===== src/rtl/snand_pkg.sv =====
package snand_pkg;
   typedef enum logic [2:0] {
      OP_READ = 3'd0, OP_PROG = 3'd1, OP_ERASE = 3'd2, OP_ID = 3'd3, OP_STAT = 3'd4
   } op_e;

   typedef enum logic [1:0] {BK_CMD, BK_ADR, BK_WR, BK_RD} bkind_e;

   typedef enum logic [3:0] {
      ST_IDLE, ST_CMD1, ST_CMD2, ST_ADR, ST_WRD, ST_CONF,
      ST_BUSY, ST_RDD, ST_BUSY2, ST_STC, ST_STR, ST_FIN
   } st_e;

   localparam logic [7:0] C_PTR_LO = 8'h00;
   localparam logic [7:0] C_PTR_HI = 8'h01;
   localparam logic [7:0] C_PTR_SP = 8'h50;
   localparam logic [7:0] C_PSET   = 8'h80;
   localparam logic [7:0] C_PCONF  = 8'h10;
   localparam logic [7:0] C_ESET   = 8'h60;
   localparam logic [7:0] C_ECONF  = 8'hD0;
   localparam logic [7:0] C_RDID   = 8'h90;
   localparam logic [7:0] C_STAT   = 8'h70;
endpackage


===== src/rtl/snand_cycle.sv =====
// One bus byte cycle: strobe low for cfg+1 clocks, then high for cfg+1 clocks.
module snand_cycle
   import snand_pkg::*;
#(
   parameter int CNT_W = 4
) (
   input  logic             clk,
   input  logic             rst_n,
   input  logic             go,
   input  bkind_e           kind,
   input  logic [7:0]       wbyte,
   input  logic [CNT_W-1:0] cfg,
   input  logic [7:0]       io_in,
   output logic             act,
   output logic             fin,
   output logic             cle,
   output logic             ale,
   output logic             nwe,
   output logic             nre,
   output logic             oe,
   output logic [7:0]       io_out,
   output logic [7:0]       rbyte
);
   logic             ph;
   logic [CNT_W-1:0] cnt;
   bkind_e           kind_q;
   logic [7:0]       byte_q;

   always_ff @(posedge clk or negedge rst_n) begin
      if (!rst_n) begin
         act    <= 1'b0;
         ph     <= 1'b0;
         cnt    <= '0;
         kind_q <= BK_CMD;
         byte_q <= '0;
         rbyte  <= '0;
      end else if (!act) begin
         if (go) begin
            act    <= 1'b1;
            ph     <= 1'b0;
            cnt    <= '0;
            kind_q <= kind;
            byte_q <= wbyte;
         end
      end else if (cnt == cfg) begin
         cnt <= '0;
         if (!ph) begin
            ph <= 1'b1;
            if (kind_q == BK_RD) rbyte <= io_in;
         end else begin
            act <= 1'b0;
         end
      end else begin
         cnt <= cnt + 1'b1;
      end
   end

   assign fin    = act && ph && (cnt == cfg);
   assign cle    = act && (kind_q == BK_CMD);
   assign ale    = act && (kind_q == BK_ADR);
   assign nwe    = !(act && !ph && (kind_q != BK_RD));
   assign nre    = !(act && !ph && (kind_q == BK_RD));
   assign oe     = act && (kind_q != BK_RD);
   assign io_out = byte_q;
endmodule


===== src/rtl/snand_busy.sv =====
// Ready/busy wait: settle delay, then poll ready with a timeout limit.
module snand_busy #(
   parameter int CNT_W   = 4,
   parameter int LIMIT   = 4096,
   parameter bit RB_SYNC = 1'b1
) (
   input  logic             clk,
   input  logic             rst_n,
   input  logic             go,
   input  logic             rb,
   input  logic [CNT_W-1:0] cfg,
   output logic             act,
   output logic             fin,
   output logic             tmo
);
   localparam int TMO_W    = $clog2(LIMIT + 1);
   localparam int W        = (TMO_W > CNT_W + 2) ? TMO_W : CNT_W + 2;
   localparam int SYNC_LAT = RB_SYNC ? 2 : 0;

   logic         rb_s;
   logic         ph;
   logic [W-1:0] cnt;
   logic         at_lim;
   logic         settle_done;

   generate
      if (RB_SYNC) begin : g_sync
         logic [1:0] sh;
         always_ff @(posedge clk or negedge rst_n) begin
            if (!rst_n) sh <= 2'b11;
            else        sh <= {sh[0], rb};
         end
         assign rb_s = sh[1];
      end else begin : g_direct
         assign rb_s = rb;
      end
   endgenerate

   assign at_lim      = (cnt == W'(LIMIT - 1));
   assign settle_done = (cnt == W'(cfg) + W'(SYNC_LAT));
   assign fin         = act && ph && (rb_s || at_lim);
   assign tmo         = act && ph && !rb_s && at_lim;

   always_ff @(posedge clk or negedge rst_n) begin
      if (!rst_n) begin
         act <= 1'b0;
         ph  <= 1'b0;
         cnt <= '0;
      end else if (!act) begin
         if (go) begin
            act <= 1'b1;
            ph  <= 1'b0;
            cnt <= '0;
         end
      end else if (!ph) begin
         if (settle_done) begin
            ph  <= 1'b1;
            cnt <= '0;
         end else begin
            cnt <= cnt + 1'b1;
         end
      end else if (fin) begin
         act <= 1'b0;
      end else begin
         cnt <= cnt + 1'b1;
      end
   end
endmodule


===== src/rtl/snand_seq.sv =====
module snand_seq
   import snand_pkg::*;
#(
   parameter int BLK_W       = 11,
   parameter int PG_W        = 5,
   parameter int PAGE_BYTES  = 512,
   parameter int SPARE_BYTES = 16,
   parameter int ID_BYTES    = 4,
   parameter int CNT_W       = 4,
   parameter int BUSY_LIMIT  = 4096,
   parameter bit RB_SYNC     = 1'b1
) (
   input  logic             clk,
   input  logic             rst_n,
   input  logic [CNT_W-1:0] cfg_pulse,
   input  logic             req_valid,
   output logic             req_ready,
   input  logic [2:0]       req_op,
   input  logic [1:0]       req_region,
   input  logic [BLK_W-1:0] req_block,
   input  logic [PG_W-1:0]  req_page,
   input  logic [7:0]       req_col,
   input  logic [7:0]       wr_data,
   input  logic             wr_valid,
   output logic             wr_ready,
   output logic [7:0]       rd_data,
   output logic             rd_valid,
   input  logic             rd_ready,
   output logic             done,
   output logic             err_timeout,
   output logic             err_fail,
   output logic             nand_nce,
   output logic             nand_cle,
   output logic             nand_ale,
   output logic             nand_nwe,
   output logic             nand_nre,
   output logic [7:0]       nand_io_out,
   output logic             nand_io_oe,
   input  logic [7:0]       nand_io_in,
   input  logic             nand_rb
);
   localparam int PA_W  = BLK_W + PG_W;
   localparam int LEN_W = $clog2(PAGE_BYTES + 1);
   localparam int HALF  = PAGE_BYTES / 2;

   generate
      if (PA_W > 16) begin : g_bad_pa
         $error("page address exceeds two address bytes");
      end
      if (HALF > 256 || SPARE_BYTES > 256) begin : g_bad_col
         $error("region larger than one column byte can address");
      end
      if (ID_BYTES > PAGE_BYTES) begin : g_bad_id
         $error("ID length exceeds transfer counter");
      end
   endgenerate

   function automatic logic [LEN_W-1:0] span(input logic [1:0] rg, input logic [7:0] c);
      case (rg)
         2'd0:    span = LEN_W'(PAGE_BYTES) - LEN_W'(c);
         2'd1:    span = LEN_W'(HALF) - LEN_W'(c);
         default: span = LEN_W'(SPARE_BYTES) - LEN_W'(c);
      endcase
   endfunction

   st_e              st;
   op_e              op_q;
   logic [1:0]       rg_q;
   logic [7:0]       col_q;
   logic [15:0]      pa_q;
   logic [1:0]       acnt, alast;
   logic [LEN_W-1:0] n_q, bcnt;
   logic             tmo_q, fail_q;

   logic             c_go, c_act, c_fin;
   bkind_e           c_kind;
   logic [7:0]       c_byte, c_rbyte;
   logic             b_go, b_act, b_fin, b_tmo;
   logic [7:0]       cmd1_byte, adr_byte;

   snand_cycle #(.CNT_W(CNT_W)) u_cyc (
      .clk(clk), .rst_n(rst_n), .go(c_go), .kind(c_kind), .wbyte(c_byte),
      .cfg(cfg_pulse), .io_in(nand_io_in), .act(c_act), .fin(c_fin),
      .cle(nand_cle), .ale(nand_ale), .nwe(nand_nwe), .nre(nand_nre),
      .oe(nand_io_oe), .io_out(nand_io_out), .rbyte(c_rbyte)
   );

   snand_busy #(.CNT_W(CNT_W), .LIMIT(BUSY_LIMIT), .RB_SYNC(RB_SYNC)) u_busy (
      .clk(clk), .rst_n(rst_n), .go(b_go), .rb(nand_rb), .cfg(cfg_pulse),
      .act(b_act), .fin(b_fin), .tmo(b_tmo)
   );

   always_comb begin
      case (op_q)
         OP_READ, OP_PROG: cmd1_byte = (rg_q == 2'd0) ? C_PTR_LO :
                                       (rg_q == 2'd1) ? C_PTR_HI : C_PTR_SP;
         OP_ERASE:         cmd1_byte = C_ESET;
         OP_ID:            cmd1_byte = C_RDID;
         default:          cmd1_byte = C_STAT;
      endcase
      if (op_q == OP_ID)     adr_byte = 8'h00;
      else if (acnt == 2'd0) adr_byte = col_q;
      else if (acnt == 2'd1) adr_byte = pa_q[7:0];
      else                   adr_byte = pa_q[15:8];
   end

   always_comb begin
      c_go     = 1'b0;
      c_kind   = BK_CMD;
      c_byte   = 8'h00;
      wr_ready = 1'b0;
      case (st)
         ST_CMD1: begin c_go = !c_act; c_byte = cmd1_byte; end
         ST_CMD2: begin c_go = !c_act; c_byte = C_PSET; end
         ST_ADR:  begin c_go = !c_act; c_kind = BK_ADR; c_byte = adr_byte; end
         ST_WRD:  begin
            wr_ready = !c_act;
            c_go     = !c_act && wr_valid;
            c_kind   = BK_WR;
            c_byte   = wr_data;
         end
         ST_CONF: begin c_go = !c_act; c_byte = (op_q == OP_PROG) ? C_PCONF : C_ECONF; end
         ST_RDD:  begin c_go = !c_act && !rd_valid; c_kind = BK_RD; end
         ST_STC:  begin c_go = !c_act; c_byte = C_STAT; end
         ST_STR:  begin c_go = !c_act; c_kind = BK_RD; end
         default: ;
      endcase
   end

   assign b_go      = ((st == ST_BUSY) || (st == ST_BUSY2)) && !b_act;
   assign req_ready = (st == ST_IDLE);
   assign rd_data   = c_rbyte;

   always_ff @(posedge clk or negedge rst_n) begin
      if (!rst_n) begin
         st <= ST_IDLE; op_q <= OP_READ; rg_q <= '0; col_q <= '0; pa_q <= '0;
         acnt <= '0; alast <= '0; n_q <= '0; bcnt <= '0; tmo_q <= 1'b0; fail_q <= 1'b0;
         rd_valid <= 1'b0; done <= 1'b0; err_timeout <= 1'b0; err_fail <= 1'b0;
         nand_nce <= 1'b1;
      end else begin
         done        <= 1'b0;
         err_timeout <= 1'b0;
         err_fail    <= 1'b0;
         case (st)
            ST_IDLE: if (req_valid) begin
               op_q     <= op_e'(req_op);
               rg_q     <= req_region;
               col_q    <= req_col;
               pa_q     <= 16'({req_block, req_page});
               bcnt     <= '0;
               tmo_q    <= 1'b0;
               fail_q   <= 1'b0;
               nand_nce <= 1'b0;
               st       <= ST_CMD1;
               case (op_e'(req_op))
                  OP_READ, OP_PROG: n_q <= span(req_region, req_col);
                  OP_ID:            n_q <= LEN_W'(ID_BYTES);
                  default:          n_q <= LEN_W'(1);
               endcase
            end
            ST_CMD1: if (c_fin) begin
               case (op_q)
                  OP_PROG:  st <= ST_CMD2;
                  OP_READ:  begin st <= ST_ADR; acnt <= 2'd0; alast <= 2'd2; end
                  OP_ERASE: begin st <= ST_ADR; acnt <= 2'd1; alast <= 2'd2; end
                  OP_ID:    begin st <= ST_ADR; acnt <= 2'd0; alast <= 2'd0; end
                  default:  st <= ST_RDD;
               endcase
            end
            ST_CMD2: if (c_fin) begin
               st <= ST_ADR; acnt <= 2'd0; alast <= 2'd2;
            end
            ST_ADR: if (c_fin) begin
               if (acnt == alast) begin
                  case (op_q)
                     OP_READ:  st <= ST_BUSY;
                     OP_PROG:  st <= ST_WRD;
                     OP_ERASE: st <= ST_CONF;
                     default:  st <= ST_RDD;
                  endcase
               end else begin
                  acnt <= acnt + 1'b1;
               end
            end
            ST_WRD: if (c_fin) begin
               if (bcnt == n_q - 1'b1) st <= ST_CONF;
               else                    bcnt <= bcnt + 1'b1;
            end
            ST_CONF: if (c_fin) st <= ST_BUSY;
            ST_BUSY: if (b_fin) begin
               if (b_tmo) begin
                  tmo_q <= 1'b1;
                  st    <= ST_FIN;
               end else begin
                  st <= (op_q == OP_READ) ? ST_RDD : ST_STC;
               end
            end
            ST_RDD: begin
               if (c_fin) rd_valid <= 1'b1;
               if (rd_valid && rd_ready) begin
                  rd_valid <= 1'b0;
                  if (bcnt == n_q - 1'b1) st <= (op_q == OP_READ) ? ST_BUSY2 : ST_FIN;
                  else                    bcnt <= bcnt + 1'b1;
               end
            end
            ST_BUSY2: if (b_fin) begin
               tmo_q <= b_tmo;
               st    <= ST_FIN;
            end
            ST_STC: if (c_fin) st <= ST_STR;
            ST_STR: if (c_fin) begin
               fail_q <= c_rbyte[0];
               st     <= ST_FIN;
            end
            default: begin
               done        <= 1'b1;
               err_timeout <= tmo_q;
               err_fail    <= fail_q;
               nand_nce    <= 1'b1;
               st          <= ST_IDLE;
            end
         endcase
      end
   end
endmodule


===== config.mk =====
export PLATFORM = sky130hd
export DESIGN_NAME = snand_seq
export DESIGN_NICKNAME = d
export VERILOG_FILES = /design/src/rtl/snand_pkg.sv /design/src/rtl/snand_cycle.sv /design/src/rtl/snand_busy.sv /design/src/rtl/snand_seq.sv
export SDC_FILE = /design/constraint.sdc
export NUM_CORES = 1
export LEC_CHECK = 0
export ABC_AREA = 0
export BUFFER_PORTS_ARGS = -buffer_cell sky130_fd_sc_hd__buf_4
export CAP_MARGIN = 20
export CORE_MARGIN = 4
export CORE_UTILIZATION = 50
export DETAILED_ROUTE_END_ITERATION = 16
export GPL_TIMING_DRIVEN = 0
export PLACE_DENSITY = 0.78
export SLEW_MARGIN = 20
export SYNTH_ARGS = -nofsm -noshare
export SYNTH_HDL_FRONTEND = slang
export SYNTH_HIERARCHICAL = 1
export SYNTH_SLANG_ARGS = --single-unit

===== constraint.sdc =====
create_clock -name clk -period 3.36 [get_ports clk]
set_clock_uncertainty 0.1 [all_clocks]
set_input_delay 0.504 -clock clk [delete_from_list [all_inputs] [get_ports clk]]
set_output_delay 0.504 -clock clk [all_outputs]
set_load 0.01 [all_outputs]

# == Word level (Yosys, flattened, before mapping) ==
# Index checks and enable logic that the tools add are counted.
# word_totals
word_cells,230
out_inout_bits,28
input_bits,55
regBits,105
# classes
n_eq_ne,46
muxes,84
add_sub_neg,9
reduce_logical,62
n_bitwise,3
# op_table
cell,n
$mux W4,19
$mux W13,5
$pmux W8 S6,1
$pmux W4 S11,1
$mux W10,4
$pmux W10 S2,2
$ne A2 B2 Y1 const B,18
$mux W8,4
$pmux W10 S3,1
$mux W1,26
$pmux W8 S3,1
$pmux W2 S3,3
$eq A4 B3 Y1 const B,4
$logic_and A1 B1 Y1,16
$mux W2,7
$mux W7,2
$reduce_and A14 Y1,1
$add A13 B1 Y13 const B,1
$eq A13 B12 Y1 const B,1
$eq A13 B13 Y1,1
$eq A4 B4 Y1 const B,3
$pmux W2 S2,3
$reduce_and A2 Y1,6
$reduce_and A4 Y1,3
other kinds (37),71

# == Depth between registers and ports, before layout ==
# Gate-level depths: netlist of run 1.
# depth
word_depth,6
depth_mapped,11
mapped_depth_nobuf,9

# == Hierarchy ==
# Netlist of run 1, hierarchy kept.
# by_module_without_submodules
module,n_inst,seq_area_each_um2,cells_per_inst,area_each_um2
snand_seq,1,1577.8,494,3932.5
snand_busy,1,427.9,107,1111.1
snand_cycle,1,600.6,75,1037.2

# == Worst setup path after synthesis of run 1 ==
# OpenSTA, ideal clock, no wires.
# synth_path
path_type,input port to flip-flop
from,input cfg_pulse[1]
to,register bcnt[8]
path_stages,10
slack_ns,0.430
arrival_time_ns,2.752
required_time_ns,3.182
path_buffers,2
setup_ns,0.078
path_cell_list,xor2_1 > nor4_4 > and3_2 > clkbuf_1 > o21bai_1 > a211oi_1 > o31ai_1 > buf_2 > or4_1 > a21oi_1
# synth_between
elab_chain_len,4
# synth_lines
item,line,rtl
start: declaration,snand_seq.sv:15,"input logic [CNT_W-1:0] cfg_pulse,"
$eq A4 B4 Y1,snand_cycle.sv:58,assign fin = act && ph && (cnt == cfg);
$logic_and A1 B1 Y1,snand_cycle.sv:58,
named net c_fin,snand_seq.sv:75,"logic c_go, c_act, c_fin;"
$ne A2 B2 Y1 (no line),n/a,
$reduce_and A4 Y1 (no line),n/a,
end signal: assignment,snand_seq.sv:187,else bcnt <= bcnt + 1'b1;
end signal: assignment,snand_seq.sv:203,else bcnt <= bcnt + 1'b1;
end: declaration,snand_seq.sv:72,"logic [LEN_W-1:0] n_q, bcnt;"
# The timed path passes the listed nets, and every way through them passes these cells.
# A chain may end at the register's enable or synchronous reset.

# == Worst setup path in the final report of run 1 ==
# layout_path
from,register u_busy.cnt[0]
to,register st[2]
# layout_between
elab_chain_len,5
word_cells_on_any_way,10
cone_classes,3 x eq/ne; 3 x mux; 4 x reduce/logical
# layout_lines
item,line,rtl
start: declaration,snand_busy.sv:22,logic [W-1:0] cnt;
start signal: assignment,snand_busy.sv:60,cnt <= cnt + 1'b1;
start signal: assignment,snand_busy.sv:65,cnt <= cnt + 1'b1;
$eq A13 B12 Y1 *,snand_busy.sv:39,assign at_lim = (cnt == W'(LIMIT - 1));
$logic_or A1 B1 Y1 *,snand_busy.sv:41,assign fin = act && ph && (rb_s || at_lim);
$logic_and A1 B1 Y1 *,snand_busy.sv:41,
named net b_fin,snand_seq.sv:78,"logic b_go, b_act, b_fin, b_tmo;"
$ne A2 B2 Y1 (no line),n/a,
$reduce_and A14 Y1 (no line) *,n/a,
end signal: assignment,snand_seq.sv:195,st <= (op_q == OP_READ) ? ST_RDD : ST_STC;
end signal: assignment,snand_seq.sv:202,if (bcnt == n_q - 1'b1) st <= (op_q == OP_READ) ? ST_BUSY2 : ST_FIN;
end: declaration,snand_seq.sv:66,st_e st;
# Mark *: on every way through the listed nets, which the timed path passes. The rest lies on a longest branch. The select of a mux whose other input is x is not followed.

==> key figures, run 1 <==
Pwr
  – Power Density: 829 nW/um^2
  – Peak VDD IR: 448 uV
  – Pleak: between 3 and 4 nW
  – Final Power: approximately 6 mW

Die
  – IO Count: 83
  – Initial Utilization: between 50 and 60%
  – Core Area: 12000 um^2
  – Die Wd: between 100 and 150 um
  – Die area: approximately 14000 um^2
  – Die extent in y: approximately 120 um
  – Row cnt: 40

Route
  – Routed wire length: 16.1 mm
  – Starting DRT DRC Count: around 340
  – DRC: 0
  – Via-to-Cell Ratio: a little under 6
  – Drt first pass iters: 5
  – Antenna viol nets, final: 0
  – Wire per inst: 17.5 um
  – Via Count: around 5500

Yosys
  – Top-area cell type share of the netlist area: 41.6%
  – Adder-cell share of the synthesized area: ~1.8%
  – Largest family of logic cells by synthesized area: simple AND/OR/NAND/NOR gates
  – Post-synth EDFFs: 0
  – Xor and xnor fraction of the mapped netlist area: ~4.4%
  – Synth Area in Compound Gates: between 10% and 20%
  – Largest cells by area after synthesis: dfrtp_1 (42%), nand2_1 (7.9%), o21ai_0 (3.7%)
  – Simple-gate area share of the yosys netlist: 22.3%
  – Syn Area/Cell: 9.00 um^2
  – Top FF cell, synth: dfrtp_1
  – Mux share of post-synthesis cell area: roughly 5%
  – Post-synthesis sequential area ratio: between 40% and 50%
  – Synthesized cell area: around 6100 um^2
  – Synthesized instance count: just under 700
  – Post-synthesis cell type count: 80
  – Synthesized net count: around 740
  – Area leader, netlist: dfrtp_1
  – YS warnings: 6
  – Seq cells post-synth: approximately 100
  – Fraction of registers with async set/reset: 100%

Clock tree
  – Clk root buf: clkbuf_16
  – CTS tree: done
  – Clk Latency, worst-skew pair: 0.35 ns
  – # hold bufs at CTS: 0
  – Reg clk slew, reported paths: about 0.070 ns
  – Clock tree sinks: roughly 100
  – Longest Clk Path Bufs: 2
  – Total CTS buffers: 9
  – H-Tree Depth: 3

STA
  – RSZ-0062 raised after global routing: no
  – Post-layout minimum cycle time: between 3 and 4 ns
  – Final Hold Fails: 0
  – Hold_ws: between 0.15 and 0.2 ns
  – Setup violators final: 0
  – Relative max-transition margin: between 30 and 40%
  – Setup_tns: 0 ns
  – Tcrit/Tclk final: between 90% and 100%
  – Fmax: roughly 320 MHz
  – Slew of the pin with the lowest slew margin: 0.960 ns
  – Max Slew Vio Count: 0

Status
  – Status: finished clean

Worst hold path
  – Hold WC Path Type: input pin to async pin

Finish
  – Layout cell share with drive strength beyond 1: 20.2%
  – Antenna cell count: 0
  – Layout Utilization: between 60% and 70%
  – Commonest non-fill, non-tap cells in the layout: nand2_1 (128), dfrtp_1 (101), buf_4 (82)
  – Most common cell after layout, fill and taps aside: nand2_1
  – Nets: 832
  – Area delta synth->final: 18.4%

Setup path
  – CP Max Fanout: 5
  – CP Data Arrival Time: about 3.3 ns
  – CP Cell Sequence: ha_1 > nand3_1 > or4_1 > nand2_1 > nor2_1 > a2111oi_1 > o31ai_1 > a21o_1 > a221o_1
  – Required @ worst endpoint: approximately 3.5 ns
  – Critical path's top delay family: compound AO/OA/AOI/OAI gates
  – CP Class: register to register
  – Max incr delay on CP: roughly 0.6 ns
  – Slowest-stage cell, CP: or4_1
  – Crit end category: register
  – CP Buf/Inv Count: 0
  – CP Launch Type: register

Placed design
  – Port bufs: between 80 and 90
  – GP Congestion: about 0.91
  – Detailed placer's ending HPWL: approximately 12 mm

Global route
  – Grt ovf: 0
  – Total Routing Usage GR: a little under a quarter
  – Vias in the first global route: roughly 5500
  – Global-route wire length before repair: 26.9 mm
  – Largest net degree at the start of global routing: 105
  – Initial antenna violation count: 0

Run
  – Max_cap viols: 0
[logic make-up after synthesis]
logic type | count (synthesis)
adders and majority gates | 9
xor gates and xnor gates | 29
buffers and inverters | 63
and+or+nand+nor | 273
muxes | 28
AOI/OAI and AO/OA | 170
DFF | 104
[stage by stage]
| step | instances | setup WS, ns | instance area [um^2] |
|---|---|---|---|
| after floorplan | 676 | 0.430 | 6080 |
| after global placement | 904 | -0.273 | 6870 |
| after detailed placement | 904 | -0.309 | 6880 |
| after CTS | 919 | 0.0706 | 7170 |
| after global routing | 921 | 0.0137 | 7200 |
| final | 921 | 0.238 | 7200 |
[worst paths after layout]
kind	start	end	slack (ns)	depth (start not counted)
setup reg to reg	u_busy/cnt[0]$_DFFE_PN0P_	st[2]$_DFFE_PN0P_	0.24	9
min in group clk	nand_rb	u_busy/g_sync.sh[0]$_DFF_PN1_	0.17	1
setup / recovery	u_busy/cnt[0]$_DFFE_PN0P_	st[2]$_DFFE_PN0P_	0.24	9
hold reg to reg	u_busy/g_sync.sh[0]$_DFF_PN1_	u_busy/g_sync.sh[1]$_DFF_PN1_	0.26	0
hold / removal	rst_n	bcnt[8]$_DFFE_PN0P_	0.15	1
max in group asynchronous	rst_n	u_cyc/io_out[1]$_DFFE_PN0P_	2.34	1
[registers in the layout (all words and copies together) (netlist names), 4 cells and up]
signal	flops
st	4
u_cyc/io_out	8
n_q	10
u_cyc/rbyte	8
pa_q	16
u_busy/cnt	13
bcnt	10
col_q	8
u_cyc/cnt	4
[power by group]
group | switching [mW] | internal [mW]
sequential | 0.389 | 1.66
combinational | 1.66 | 1.19
clock | 0.463 | 0.599
[cell usage after synthesis, types with 4 or more instances]
| cell | instances |
|---|---|
| a211oi_1 | 8 |
| a21oi_1 | 40 |
| a2bb2oi_2 | 5 |
| a31oi_1 | 5 |
| and2_1 | 4 |
| buf_2 | 5 |
| buf_6 | 6 |
| clkbuf_1 | 24 |
| dfrtp_1 | 101 |
| ha_1 | 8 |
| inv_1 | 25 |
| mux2_2 | 19 |
| mux2i_1 | 8 |
| nand2_1 | 128 |
| nand2b_1 | 8 |
| nand3_1 | 19 |
| nand3b_1 | 4 |
| nor2_1 | 38 |
| nor3_1 | 15 |
| nor3b_1 | 4 |
| nor4_1 | 12 |
| o211ai_1 | 5 |
| o21ai_0 | 45 |
| o21bai_1 | 6 |
| o22ai_1 | 8 |
| o31ai_1 | 13 |
| o32ai_1 | 5 |
| or3_1 | 8 |
| xnor2_1 | 17 |
| xor2_1 | 11 |
[layer usage]
layer | global-route usage [%] | share of wire [%] | vias up
li1 | - | - | 2616
met5 | 0 | 0 | -
met1 | 30.0 | 43 | 2679
met3 | 3.11 | 3.9 | 35
met4 | 10.6 | 2.9 | 0
met2 | 39.2 | 50 | 159
[repair_timing]
item	4_1_cts	5_1_grt
setup buffers	0	2
resized for setup	1	6
endpoints found under the setup margin	10	12
pin swaps	0	1
hold endpoints to repair	0	0
[final cells by class]
type	count	area (um^2)
multi-input combinational	509	3190
tap	147	184
fill	1049	4760
sequential	104	2610
buffer	36	190
inverter	26	97.6
timing repair buffer	83	627
clock buffer	11	243
clock inverter	5	57.6
Power figures use the tool's default switching activity.
==> inputs of run 2 (changes only) <==
--- a/config.mk
+++ b/config.mk
@@ -8,11 +8,12 @@
 export ABC_AREA = 0
 export BUFFER_PORTS_ARGS = -buffer_cell sky130_fd_sc_hd__buf_4
 export CAP_MARGIN = 20
+export CELL_PAD_IN_SITES_DETAIL_PLACEMENT = 0
+export CELL_PAD_IN_SITES_GLOBAL_PLACEMENT = 1
 export CORE_MARGIN = 4
-export CORE_UTILIZATION = 50
+export CORE_UTILIZATION = 44
 export DETAILED_ROUTE_END_ITERATION = 16
-export GPL_TIMING_DRIVEN = 0
-export PLACE_DENSITY = 0.78
+export PLACE_DENSITY = 0.87
 export SLEW_MARGIN = 20
 export SYNTH_ARGS = -nofsm -noshare
 export SYNTH_HDL_FRONTEND = slang
==> run 2 against run 1 <==
Critical path depth grew 1. Cell area fell by 0.30%. Clock power grew 6%. Via count is 4.1% lower. Cell count grew 0.76%. Critical endpoint is now bcnt[4]$_DFFE_PN0P_. Sequential share of layout area up 0.11 points. Non-clock buffer count is 22 lower. First-iteration DRC count is 45% higher. Sequential cell count unchanged. Die area up 13%. Setup slack gained 0.049 ns.
==> key figures, run 2 (same netlist as run 1, synthesis figures left out) <==
Placed design
  – GP Congestion: between 0.8 and 0.9
  – Detailed placer's ending HPWL: 11.1 mm
  – Cell Area, Placed: between 6000 and 7000 um^2
  – Port bufs: 82

Finish
  – Layout cell share with drive strength beyond 1: ~21%
  – Max reg flops: 16
  – FF/Latch Area: ~2600 um^2
  – Antenna cell count: 0
  – Largest regs: pa_q (16), u_busy/cnt (13)
  – Nets: 810
  – Multi-input logic area: 3190 um^2
  – Largest register by flop count: pa_q
  – Most common cell after layout, fill and taps aside: nand2_1
  – Commonest non-fill, non-tap cells in the layout: nand2_1 (128), dfrtp_1 (101), buf_4 (96)
  – Area delta synth->final: 18.0%
  – Fin area: between 7000 and 8000 um^2
  – Filler cell count: between 1000 and 1500

Run
  – Max_cap viols: 0

Clock tree
  – Clk root buf: clkbuf_16
  – PostCTS Resize Cnt: 0
  – Longest Clk Path Bufs: 2
  – Clock tree sinks: 104
  – Total CTS buffers: 9
  – H-Tree Depth: 3
  – CTS tree: done
  – Clk Latency, worst-skew pair: between 0.3 and 0.4 ns
  – # hold bufs at CTS: 0
  – Reg clk slew, reported paths: around 0.080 ns
  – Postcts setup bufs: 0

STA
  – Setup_tns: 0 ns
  – Slew of the pin with the lowest slew margin: roughly 0.8 ns
  – Tcrit/Tclk final: around nine tenths
  – Max Slew Vio Count: 0
  – Final Hold Fails: 0
  – Fmax: between 300 and 400 MHz
  – Post-layout minimum cycle time: roughly 3.1 ns
  – RSZ-0062 raised after global routing: no
  – Setup violators final: 0
  – Relative max-transition margin: about 48%

Setup path
  – Crit end category: register
  – CP Data Arrival Time: ~3.3 ns
  – CP Class: register to register
  – Required @ worst endpoint: roughly 3.5 ns
  – CP Launch Type: register
  – CP Max Fanout: 10

Route
  – Routed wire length: 15.2 mm
  – Drt first pass iters: 5
  – Via-to-Cell Ratio: 5.67
  – Via Count: between 5000 and 6000
  – Wire per inst: roughly 16 um
  – DRC: 0
  – Antenna viol nets, final: 0
  – Starting DRT DRC Count: approximately 490

Pwr
  – Power Density: between 800 and 900 nW/um^2
  – Pleak: ~3.3 nW
  – Peak VDD IR: between 300 and 400 uV

Die
  – Die Wd: 126 um
  – Row cnt: 42
  – Core Area: about 13000 um^2
  – Die area: roughly 16000 um^2
  – Die extent in y: 126 um
  – IO Count: 83
  – Initial Utilization: a little under half

Global route
  – Initial antenna violation count: 0
  – Global-route wire length before repair: 25.8 mm
  – Grt ovf: 0
  – Largest net degree at the start of global routing: slightly above 60
  – Vias in the first global route: 5206
  – Total Routing Usage GR: between 10% and 20%

Worst hold path
  – Hold WC Path Type: input pin to async pin

Status
  – Status: finished clean
run 2: layer usage:
layer / track usage (%) / routed length (um) / vias to the layer above
li1: - / - / 2562
met1: 26.2 / 6740 / 2535
met2: 32.1 / 7520 / 148
met3: 3.67 / 702 / 20
met4: 6.57 / 255 / 0
met5: 0 / 0 / -
run 2: worst max-delay path, stage by stage (launching register included):
cell and delay [ns]:
dfrtp_1 0.42, inv_1 0.10, ha_1 0.19, or3b_4 0.42, o31a_1 0.29, nor4b_2 0.30, nor3b_2 0.09, o31ai_1 0.57
buf_4 0.26, o21ai_0 0.09, a21oi_1 0.15
run 2: per-stage QoR:
step	hold slack, ns	power, mW	setup slack [ns]	util, %	cells
after detailed placement	0.251	4.80	0.310	51.1	912
final	0.127	5.91	0.287	53.6	928
after CTS	0.147	5.95	0.296	53.6	928
after floorplan	0.108	3.99	0.430	-	676
after global routing	0.146	6.39	0.0259	53.6	928
after global placement	0.250	4.72	0.432	51.1	912
run 2: where the power goes:
part	internal (mW)	switching [mW]
logic	1.18	1.46
registers	1.66	0.504
clock network	0.602	0.514
run 2: path summary, 6_finish.rpt:
kind,depth (start not counted),end,slack (ns),start
worst max-delay path,10,bcnt[4]$_DFFE_PN0P_,0.29,n_q[0]$_DFFE_PN0P_
worst min-delay path,1,bcnt[9]$_DFFE_PN0P_,0.13,rst_n
worst max register to register,10,bcnt[4]$_DFFE_PN0P_,0.29,n_q[0]$_DFFE_PN0P_
worst min register to register,0,u_busy/g_sync.sh[1]$_DFF_PN1_,0.26,u_busy/g_sync.sh[0]$_DFF_PN1_
max in group asynchronous,2,u_busy/g_sync.sh[0]$_DFF_PN1_,2.28,rst_n
min in group clk,1,u_busy/g_sync.sh[0]$_DFF_PN1_,0.16,nand_rb
run 2: cell type report:
type,instances,area share [%]
clock buffer,9,3.14
clock inverter,7,1.39
inverter,26,1.36
multi-input combinational,509,44.4
sequential,104,36.3
tap,176,3.07
timing repair buffer,97,10.3
==> inputs of run 3 (changes only) <==
--- a/config.mk
+++ b/config.mk
@@ -6,13 +6,14 @@
 export NUM_CORES = 1
 export LEC_CHECK = 0
 export ABC_AREA = 0
+export ABC_CLOCK_PERIOD_IN_PS = 3360
 export BUFFER_PORTS_ARGS = -buffer_cell sky130_fd_sc_hd__buf_4
 export CAP_MARGIN = 20
 export CELL_PAD_IN_SITES_DETAIL_PLACEMENT = 0
 export CELL_PAD_IN_SITES_GLOBAL_PLACEMENT = 1
-export CORE_MARGIN = 4
 export CORE_UTILIZATION = 44
 export DETAILED_ROUTE_END_ITERATION = 16
+export MAX_ROUTING_LAYER = met4
 export PLACE_DENSITY = 0.87
 export SLEW_MARGIN = 20
 export SYNTH_ARGS = -nofsm -noshare
==> run 3 against run 2 <==
Maximum frequency shrank 0.90%. First-iteration DRC count shrank 19%. Cell area fell by 0.49%. Worst hold slack worse by 0.0066 ns.
==> key figures, run 3 (same netlist as run 1, synthesis figures left out) <==
Die
  – IO Count: 83
  – Die Wd: roughly 120 um
  – Core Area: 13300 um^2
  – Die area: 14300 um^2
  – Die extent in y: approximately 120 um
  – Initial Utilization: a little under half
  – Row cnt: between 40 and 50

Global route
  – Grt ovf: 0
  – Global-route wire length before repair: 25.2 mm
  – Initial antenna violation count: 0
  – Total Routing Usage GR: 22.9%
  – Largest net degree at the start of global routing: 60
  – Vias in the first global route: about 5100

Pwr
  – Peak VDD IR: approximately 380 uV
  – Power Density: roughly 820 nW/um^2
  – Final Power: between 5 and 6 mW
  – Pleak: 3.24 nW

Route
  – Antenna viol nets, final: 0
  – Via Count: 5368
  – Via-to-Cell Ratio: between 5 and 6
  – Drt first pass iters: 7
  – Starting DRT DRC Count: 396
  – DRC: 0
  – Routed wire length: about 15 mm
  – Wire per inst: 16.4 um

Clock tree
  – Longest Clk Path Bufs: 2
  – Clk root buf: clkbuf_16
  – Clock tree sinks: roughly 100
  – H-Tree Depth: 3
  – Reg clk slew, reported paths: 0.07 ns
  – # hold bufs at CTS: 0
  – CTS tree: done
  – Clk Latency, worst-skew pair: roughly 0.36 ns
  – Total CTS buffers: 9
  – Postcts setup bufs: 0
  – PostCTS Resize Cnt: 0

Setup path
  – Required @ worst endpoint: between 3 and 4 ns
  – CP Cell Sequence: nand4_2 > or4_1 > nand2_1 > nor2_1 > a2111oi_0 > o31ai_1 > a21o_1 > a221o_1
  – CP Max Fanout: 9
  – CP Buf/Inv Count: 0
  – Max incr delay on CP: between 0.6 and 0.7 ns
  – Slowest-stage cell, CP: or4_1
  – Critical path's top delay family: compound AO/OA/AOI/OAI gates
  – CP Class: register to register
  – Crit end category: register
  – CP Data Arrival Time: 3.24 ns
  – CP Launch Type: register

STA
  – Setup_tns: 0 ns
  – Fmax: 323 MHz
  – Slew of the pin with the lowest slew margin: ~0.8 ns
  – Setup violators final: 0
  – Final Hold Fails: 0
  – RSZ-0062 raised after global routing: no
  – Max Slew Vio Count: 0
  – Relative max-transition margin: around half
  – Post-layout minimum cycle time: approximately 3.1 ns
  – Tcrit/Tclk final: 92.3%

Placed design
  – Detailed placer's ending HPWL: 10.9 mm
  – Port bufs: 82
  – GP Congestion: 0.885

Finish
  – Area delta synth->final: 17.4%
  – Nets: a little over 800
  – Largest regs: pa_q (16), u_busy/cnt (13)
  – Most common cell after layout, fill and taps aside: nand2_1
  – Layout cell share with drive strength beyond 1: between 20% and 30%
  – Commonest non-fill, non-tap cells in the layout: nand2_1 (128), dfrtp_1 (101), buf_4 (96)
  – Max reg flops: 16
  – Largest register by flop count: pa_q
  – Filler cell count: 1303
  – Antenna cell count: 0

Status
  – Status: finished clean

Worst hold path
  – Hold WC Path Type: input pin to async pin

Run
  – Max_cap viols: 0
## run 3: cell types whose count changed in the layout (fill, tap and decap cells not counted)
cell	change
bufinv_16	-1
clkinv_2	+1
clkinv_4	+1
clkinv_8	-2
clkbuf_8	+1
## run 3: final timing paths
path	start	to	slack, ns	cells after the start
worst min register to register	u_busy/g_sync.sh[0]$_DFF_PN1_	u_busy/g_sync.sh[1]$_DFF_PN1_	0.25	0
min in group clk	nand_rb	u_busy/g_sync.sh[0]$_DFF_PN1_	0.16	1
max in group asynchronous	rst_n	col_q[1]$_DFFE_PN0P_	2.34	2
worst max-delay path	u_busy/cnt[4]$_DFFE_PN0P_	st[2]$_DFFE_PN0P_	0.26	8
worst max register to register	u_busy/cnt[4]$_DFFE_PN0P_	st[2]$_DFFE_PN0P_	0.26	8
worst min-delay path	rst_n	bcnt[5]$_DFFE_PN0P_	0.12	1
## run 3: per-stage QoR
step	std cells	utilization, %	worst slack [ns]	instance area [um^2]	hold slack, ns
floorplan	676	-	0.430	6080	0.108
global placement	912	51.3	0.431	6850	0.251
detailed placement	912	51.3	0.331	6850	0.250
CTS	928	53.5	0.315	7140	0.145
global route	928	53.5	0.118	7140	0.140
finish	928	53.5	0.259	7140	0.120
## run 3: layout make-up
type,instances,area (um^2),share of cell area [%]
flip-flops and latches,104,2610,36.5
well taps,176,220,3.08
repair buffers,97,741,10.4
clock inverters,6,51.3,0.718
clock buffers,10,239,3.35
multi-input cells,509,3190,44.6
inverters,26,97.6,1.37
## run 3: power by group
group          switching [mW]  internal (mW)
clock network           0.505          0.535
registers               0.494           1.66
logic                    1.48           1.18
## run 3: metal layers
layer | routed length [um] | up-vias | GRT usage [%]
met2 | 7580 | 148 | 37.2
met4 | 161 | 0 | 4.69
met3 | 690 | 16 | 4.56
met1 | 6760 | 2638 | 29.9
met5 | 0 | - | -
li1 | - | 2566 | -
